[src/rtl/iir2_pkg.sv]
package iir2_pkg;

  // Build variant: one sample per three cycles, or one per cycle.
  typedef enum logic {
    MODE_SEQ  = 1'b0,
    MODE_PIPE = 1'b1
  } mode_e;

endpackage

[src/rtl/iir2_ctrl.sv]
module iir2_ctrl
  import iir2_pkg::*;
#(
  parameter mode_e MODE = MODE_PIPE
) (
  input  logic clk,
  input  logic rst_n,
  input  logic start,
  output logic accept,
  output logic s1_vld,
  output logic done,
  output logic ready,
  output logic idle
);

  logic s1_vld_q, s1_vld_d;
  logic done_q, done_d;

  assign idle = ~s1_vld_q & ~done_q;

  generate
    if (MODE == MODE_PIPE) begin : g_stream
      assign ready = 1'b1;
    end else begin : g_serial
      assign ready = idle;
    end
  endgenerate

  assign accept = start & ready;

  always_comb begin
    s1_vld_d = accept;
    done_d   = s1_vld_q;
  end

  always_ff @(posedge clk or negedge rst_n) begin
    if (!rst_n) begin
      s1_vld_q <= 1'b0;
      done_q   <= 1'b0;
    end else begin
      s1_vld_q <= s1_vld_d;
      done_q   <= done_d;
    end
  end

  assign s1_vld = s1_vld_q;
  assign done   = done_q;

endmodule

[src/rtl/iir2_ff_stage.sv]
module iir2_ff_stage
  import iir2_pkg::*;
#(
  parameter int unsigned DATA_W = 16,
  parameter int unsigned COEF_W = 16,
  parameter int unsigned ACC_W  = 35,
  parameter mode_e       MODE   = MODE_PIPE,
  parameter logic signed [COEF_W-1:0] B0 = '0,
  parameter logic signed [COEF_W-1:0] B1 = '0,
  parameter logic signed [COEF_W-1:0] B2 = '0,
  parameter logic signed [COEF_W-1:0] A2 = '0
) (
  input  logic                     clk,
  input  logic                     rst_n,
  input  logic                     accept,
  input  logic                     inflight,
  input  logic signed [DATA_W-1:0] x_in,
  input  logic signed [DATA_W-1:0] y1,
  input  logic signed [DATA_W-1:0] y2,
  output logic signed [ACC_W-1:0]  psum
);

  localparam int unsigned PROD_W = DATA_W + COEF_W;

  logic signed [DATA_W-1:0] x1_q, x2_q;
  logic signed [PROD_W-1:0] pb0, pb1, pb2;
  logic signed [ACC_W-1:0]  ff_sum, psum_d, psum_q;

  always_comb begin
    pb0    = PROD_W'(B0) * PROD_W'(x_in);
    pb1    = PROD_W'(B1) * PROD_W'(x1_q);
    pb2    = PROD_W'(B2) * PROD_W'(x2_q);
    ff_sum = ACC_W'(pb0) + ACC_W'(pb1) + ACC_W'(pb2);
  end

  generate
    if (MODE == MODE_PIPE) begin : g_stream
      // Older output term leaves the loop: pick y[n-2] by what is in flight.
      logic signed [DATA_W-1:0] y_old;
      logic signed [PROD_W-1:0] pa2;
      always_comb begin
        y_old  = inflight ? y1 : y2;
        pa2    = PROD_W'(A2) * PROD_W'(y_old);
        psum_d = ff_sum - ACC_W'(pa2);
      end
    end else begin : g_serial
      always_comb psum_d = ff_sum;
    end
  endgenerate

  always_ff @(posedge clk or negedge rst_n) begin
    if (!rst_n) begin
      x1_q   <= '0;
      x2_q   <= '0;
      psum_q <= '0;
    end else if (accept) begin
      x2_q   <= x1_q;
      x1_q   <= x_in;
      psum_q <= psum_d;
    end
  end

  assign psum = psum_q;

endmodule

[src/rtl/iir2_fb_stage.sv]
module iir2_fb_stage #(
  parameter int unsigned DATA_W = 16,
  parameter int unsigned COEF_W = 16,
  parameter int unsigned FRAC_W = 14,
  parameter int unsigned ACC_W  = 35,
  parameter logic signed [COEF_W-1:0] A1 = '0,
  parameter logic signed [COEF_W-1:0] A2 = '0
) (
  input  logic                     clk,
  input  logic                     rst_n,
  input  logic                     s1_vld,
  input  logic signed [ACC_W-1:0]  psum,
  output logic signed [DATA_W-1:0] y1,
  output logic signed [DATA_W-1:0] y2
);

  localparam int unsigned PROD_W = DATA_W + COEF_W;
  localparam logic signed [ACC_W-1:0] RND_HALF = ACC_W'(1) <<< (FRAC_W - 1);
  localparam logic signed [ACC_W-1:0] SAT_HI =
    {{(ACC_W-DATA_W+1){1'b0}}, {(DATA_W-1){1'b1}}};
  localparam logic signed [ACC_W-1:0] SAT_LO =
    {{(ACC_W-DATA_W+1){1'b1}}, {(DATA_W-1){1'b0}}};

  logic signed [DATA_W-1:0] y1_q, y1_d, y2_q, y2_d;
  logic signed [PROD_W-1:0] pa1, pa2;
  logic signed [ACC_W-1:0]  acc, shifted;
  logic signed [DATA_W-1:0] y_new;

  always_comb begin
    pa1     = PROD_W'(A1) * PROD_W'(y1_q);
    pa2     = PROD_W'(A2) * PROD_W'(y2_q);
    acc     = psum - ACC_W'(pa1) - ACC_W'(pa2);
    shifted = (acc + RND_HALF) >>> FRAC_W;
    if (shifted > SAT_HI) begin
      y_new = SAT_HI[DATA_W-1:0];
    end else if (shifted < SAT_LO) begin
      y_new = SAT_LO[DATA_W-1:0];
    end else begin
      y_new = shifted[DATA_W-1:0];
    end
    y1_d = s1_vld ? y_new : y1_q;
    y2_d = s1_vld ? y1_q  : y2_q;
  end

  always_ff @(posedge clk or negedge rst_n) begin
    if (!rst_n) begin
      y1_q <= '0;
      y2_q <= '0;
    end else begin
      y1_q <= y1_d;
      y2_q <= y2_d;
    end
  end

  assign y1 = y1_q;
  assign y2 = y2_q;

endmodule

[src/rtl/iir2_biquad.sv]
module iir2_biquad
  import iir2_pkg::*;
#(
  parameter int unsigned DATA_W = 16,
  parameter int unsigned COEF_W = 16,
  parameter int unsigned FRAC_W = 14,
  parameter mode_e       MODE   = MODE_PIPE,
  parameter logic signed [COEF_W-1:0] B0 = COEF_W'(4096),
  parameter logic signed [COEF_W-1:0] B1 = COEF_W'(8192),
  parameter logic signed [COEF_W-1:0] B2 = COEF_W'(4096),
  parameter logic signed [COEF_W-1:0] A1 = COEF_W'(-19661),
  parameter logic signed [COEF_W-1:0] A2 = COEF_W'(8192)
) (
  input  logic                     clk,
  input  logic                     rst_n,
  input  logic                     start,
  input  logic signed [DATA_W-1:0] x_in,
  output logic                     ready,
  output logic                     done,
  output logic                     idle,
  output logic signed [DATA_W-1:0] y_out
);

  localparam int unsigned ACC_W = DATA_W + COEF_W + 3;
  // In the streaming build the older output term is folded into stage one.
  localparam logic signed [COEF_W-1:0] A2_LOOP = (MODE == MODE_PIPE) ? '0 : A2;

  logic                     accept;
  logic                     s1_vld;
  logic signed [ACC_W-1:0]  psum;
  logic signed [DATA_W-1:0] y1, y2;

  iir2_ctrl #(
    .MODE (MODE)
  ) u_ctrl (
    .clk    (clk),
    .rst_n  (rst_n),
    .start  (start),
    .accept (accept),
    .s1_vld (s1_vld),
    .done   (done),
    .ready  (ready),
    .idle   (idle)
  );

  iir2_ff_stage #(
    .DATA_W (DATA_W),
    .COEF_W (COEF_W),
    .ACC_W  (ACC_W),
    .MODE   (MODE),
    .B0     (B0),
    .B1     (B1),
    .B2     (B2),
    .A2     (A2)
  ) u_ff (
    .clk      (clk),
    .rst_n    (rst_n),
    .accept   (accept),
    .inflight (s1_vld),
    .x_in     (x_in),
    .y1       (y1),
    .y2       (y2),
    .psum     (psum)
  );

  iir2_fb_stage #(
    .DATA_W (DATA_W),
    .COEF_W (COEF_W),
    .FRAC_W (FRAC_W),
    .ACC_W  (ACC_W),
    .A1     (A1),
    .A2     (A2_LOOP)
  ) u_fb (
    .clk    (clk),
    .rst_n  (rst_n),
    .s1_vld (s1_vld),
    .psum   (psum),
    .y1     (y1),
    .y2     (y2)
  );

  assign y_out = y1;

endmodule

[config.mk]
export PLATFORM = sky130hd
export DESIGN_NAME = iir2_biquad
export DESIGN_NICKNAME = d
export VERILOG_FILES = /design/src/rtl/iir2_pkg.sv /design/src/rtl/iir2_ctrl.sv /design/src/rtl/iir2_ff_stage.sv /design/src/rtl/iir2_fb_stage.sv /design/src/rtl/iir2_biquad.sv
export SDC_FILE = /design/constraint.sdc
export NUM_CORES = 1
export LEC_CHECK = 0
export ABC_AREA = 1
export BUFFER_PORTS_ARGS = -buffer_cell sky130_fd_sc_hd__buf_2
export CORE_MARGIN = 10
export CORE_UTILIZATION = 35
export CTS_CLUSTER_SIZE = 28
export DETAILED_ROUTE_END_ITERATION = 16
export PLACE_DENSITY = 0.47
export SYNTH_ARGS = -nofsm -noshare
export SYNTH_HDL_FRONTEND = slang
export SYNTH_SLANG_ARGS = --single-unit
[constraint.sdc]
create_clock -name clk -period 19.2 [get_ports clk]
set_clock_uncertainty 0.1 [all_clocks]
set_input_delay 1.92 -clock clk [delete_from_list [all_inputs] [get_ports clk]]
set_output_delay 1.92 -clock clk [all_outputs]
set_load 0.02 [all_outputs]
Yosys cells after proc, flatten, opt, wreduce, memory -nomap -nowiden
Index checks and enable logic that the tools add are counted.

Flip-flop bits (word level): 101. Input bits: 19. Word-level logic and storage cells: 21. Output and inout port bits: 19.

Multipliers: 1. Add/sub/neg operators: 5. Order comparisons: 2. Bitwise operators: 3. Multiplexer cells: 3.

Operators with widths (number): $mux W16 (3); $add A35 B15 Y35 const B (1); $sub A35 B29 Y35 (1); $sub A35 B32 Y35 (1); $mul A16 B16 Y32 const A (1); $add A30 B28 Y31 (1); $add A28 B29 Y30 (1); $gt A21 B16 Y1 const B (1); $lt A21 B16 Y1 const B (1); $not A1 Y1 (2); $and A1 B1 Y1 (1).

Longest topological paths before layout
Depth in word-level cells: 6. Gate-level depth with buffers: 31. Depth with buffers taken out: 30.

By module
From an unflattened synthesis, not the netlist that was laid out.

Cells, all modules: 1863. Area total of the unflattened synthesis: 14948.1 µm².

By module, submodules not included: iir2_fb_stage (sequential area each 800.8 µm², cells an instance 1292, area an instance 10522.6 µm², instances 1); iir2_ff_stage (sequential area each 1301.2 µm², cells an instance 565, area an instance 4352.9 µm², instances 1); iir2_ctrl (sequential area each 50.0 µm², cells an instance 6, area an instance 72.6 µm², instances 1).

Worst setup path before layout
Ideal clock, no wire load.

Kind: register -> register. Start: reg u_fb.y1_q[0] (netlist: u_fb.y1[0]). End: reg u_fb.y1_q[8] (netlist: u_fb.y1[8]). Path buffers: 1. Path slack: 12.596 ns. Data arrival time: 6.383 ns. Required time: 18.978 ns. Cell stages (with the launch flop): 27. Clock period less this slack: 6.604 ns. Cells stage by stage: dfrtp_1 > inv_1 > ha_1 > fa_1 > fa_1 > inv_1 > fa_1 > fa_1 > inv_1 > fa_1 > inv_1 > ha_1 > nand2_2 > inv_1 > nand2_1 > nand2_1 > a21oi_1 > nand2_1 > nand2_1 > nand3_1 > nand2_1 > nand2_1 > nor2_2 > nand2_2 > a21oi_4 > buf_8 > a21oi_2.

Cells in the longest elaborated chain, start to end: 6. Elaborated cells between the ends (all ways): 7.

RTL lines: start, declared (RTL line iir2_fb_stage.sv:24) `logic signed [DATA_W-1:0] y1_q, y1_d, y2_q, y2_d;`; start signal, assigned (RTL line iir2_fb_stage.sv:50) `y1_q <= y1_d;`; $mul A16 B16 Y32 (*) (RTL line iir2_fb_stage.sv:30) `pa1 = PROD_W'(A1) * PROD_W'(y1_q);`; $sub A35 B32 Y35 (*) (RTL line iir2_fb_stage.sv:32) `acc = psum - ACC_W'(pa1) - ACC_W'(pa2);`; $add A35 B15 Y35 (*) (RTL line iir2_fb_stage.sv:33) `shifted = (acc + RND_HALF) >>> FRAC_W;`; $lt A21 B16 Y1 (RTL line iir2_fb_stage.sv:36) `end else if (shifted < SAT_LO) begin`; $mux W16 (RTL line iir2_fb_stage.sv:36); $mux W16 (*) (RTL line iir2_fb_stage.sv:34) `if (shifted > SAT_HI) begin`.

Every way passes the cells marked *; elsewhere a longest branch is shown, timed or not. A chain may end at the register's enable or synchronous reset.

Final worst setup path
Start: reg u_fb.y1_q[5] (netlist: u_fb.y1[5]). End: reg u_fb.y1_q[0] (netlist: u_fb.y1[0]).

The elaborated chain is that of the path after synthesis.

==> flow_metrics.tcl <==
set metrics [dict create \
    outcome "finished, final reports clean" \
    fmax_mhz 133 \
    worstSetupPathType "reg2reg" \
    ys_seq_area_frac 0.156 \
    hp-class "reg2reg" \
    routed_wl_mm 38.6 \
    cts.sink_count 89 \
    finalHoldViolations 0 \
    dr_wl_met3_um 647 \
    syn-cell-area_mm2 0.0143 \
    htreeDepth 3 \
    path_clk_slew_ps 70 \
    yosysWarnings 0 \
    final_area_mm2 0.0154 \
    firstDrtPassIters 5 \
    syn_to_final_growth_pct 7.86 \
    synth_most_common_cell "inv_1" \
    row_count 73 \
    io_pins 38 \
    cap_violations 0 \
    fin_crit_ps 7500 \
    grt_pass1_wl_mm 62.9 \
    ys.flop_type "dfrtp_1" \
    min_period_over_period 0.391 \
    avgRoutedWirePerCell_um 16.4 \
    worst_pin_slew_ps 948 \
    grt_max_degree 71 \
    cts.path.max_buffers 2 \
    worst-path-max-fanout 15 \
    die_h_um 222 \
    ys_ff_latch 89 \
    cts_made_buffers 9 \
    drc 0 \
    overflow 0 \
    top_layer "met4" \
    rsz0062_at_grt "no" \
    synth_top_area_frac 0.273 \
    nets 2221 \
    track_usage 0.160 \
    grt_pass1_vias 11500 \
    start_kind "flop" \
    diodes 0 \
    maxSlewViolCount 0 \
    synth_commonest_cells "inv_1 (491), nand2_1 (338), fa_1 (195)" \
    synth_top_cell_by_area "fa_1" \
    core-area_mm2 0.0400 \
    arrival_ps 7600 \
    cts_tree "built" \
    placement.cell_area_mm2 0.0151 \
    drtIter0Drc 425 \
    postCtsHoldBufs 0 \
    cts_setup_buffers 0 \
    via_count 10800 \
    portBuffers 36 \
    met1_length_mm 19.7 \
    antenna_found_initial 0 \
    cts-root-buf "clkbuf_16" \
    routabilityCongestion 0.881 \
    relSlewSlack 0.368 \
    drive_gt1_frac 0.0531 \
    synth_edf_count 0 \
    hpwlAfterDp_mm 33.4 \
    ctsResizeCount 0 \
    vias_per_cell 4.58 \
    start_util 0.357 \
    synth_nets 2186 \
    clock_latency_ps 350 \
    crit_required_ps 19300 \
    route.met2.wl_mm 17.7 \
    die_w_um 222 \
    synth_cell_types 41 \
    end_kind "flop" \
    setup_viol 0 \
    tns_ps 0 \
    die_area_mm2 0.0493 \
    netlist_instances 1788 \
    syn_area_per_cell_um2 7.99 \
    ant_nets 0 \
    yosys-top-cells-area "fa_1 (27%), ha_1 (16%), dfrtp_1 (16%)" \
    async_flop_share 1.00 \
]
stage by stage:
stage                      util  cells  setup slack (ps)  hold WS [ps]
after global routing      0.385   2353             11140           413
after floorplan               -   1788             12600           272
after global placement    0.377   2337             11750           368
final                     0.385   2353             11700           387
after CTS                 0.385   2353             11620           395
after detailed placement  0.377   2337             11660           377
sequential cells by signal, indices dropped and copies added (netlist names):
signal	flops
u_ctrl.s1_vld	1
u_ff.x1_q	16
u_fb.y2	16
u_ff.psum	23
u_ff.x2_q	16
u_ctrl.done	1
u_fb.y1	16
worst max-delay path, stage by stage, from the launching register on:
cell and delay (ps):
dfrtp_1 630, inv_1 160, fa_1 530, fa_1 930, inv_2 180, nand2_1 150
nand2_1 70, xor2_1 540, fa_1 540, fa_1 540, inv_1 50, fa_1 530
inv_1 40, ha_1 380, inv_1 160, o21bai_1 100, a21boi_0 180, nand2_1 80
a21oi_1 310, nand2_1 120, nand2_1 80, nand2_1 50, nor2_1 110, nand2_2 80
a21oi_4 530, a21oi_1 140
cell families after synthesis:
logic type	Yosys count	synth area share
AOI/OAI and AO/OA	212	0.0826
xor gates and xnor gates	65	0.0399
adders and majority gates	379	0.434
buffers and inverters	513	0.137
DFF	89	0.156
other	1	0.000263
and+or+nand+nor	529	0.150
cell type report:
| type | count | area [um^2] |
|---|---|---|
| Fill cell | 4217 | 24600 |
| Tap cell | 525 | 657 |
| Sequential cell | 89 | 2230 |
| Timing Repair Buffer | 45 | 250 |
| Multi-Input combinational cell | 1186 | 10100 |
| Inverter | 492 | 1850 |
| Clock inverter | 6 | 92.6 |
| Clock buffer | 10 | 229 |
cells in the final DEF (no fill, tap or decap), drive strengths merged, types with 3 or more instances in the layout:
cell,count
inv,492
nand2,347
fa,195
ha,184
nor2,114
o21ai,96
dfrtp,89
a21oi,86
xor2,49
buf,45
nand3,39
xnor2,16
nor3,13
clkbuf,10
o21bai,9
or2,8
nand4,5
o22ai,4
a31oi,4
o211ai,3
metal layers:
metal	up-vias	global-route usage
li1	5429	-
met1	5214	0.226
met5	-	0
met2	109	0.261
met4	0	0.0337
met3	28	0.0133
path summary, 6_finish.rpt:
path | cells past startpoint | startpoint | endpoint | slack, ps
worst min-delay path | 2 | u_ff.psum[22] | u_ff.psum[22] | 390
worst min register to register | 2 | u_ff.psum[22] | u_ff.psum[22] | 390
min in group asynchronous | 1 | rst_n | u_ff.x1_q[14] | 1340
worst max register to register | 25 | u_fb.y1[5] | u_fb.y1[0] | 11700
max in group asynchronous | 2 | rst_n | u_fb.y2[14] | 16440
worst max-delay path | 25 | u_fb.y1[5] | u_fb.y1[0] | 11700
Power is left out: the tool's default activity adds up to more than one toggle a clock period on the data nets, which glitch-free logic cannot reach.
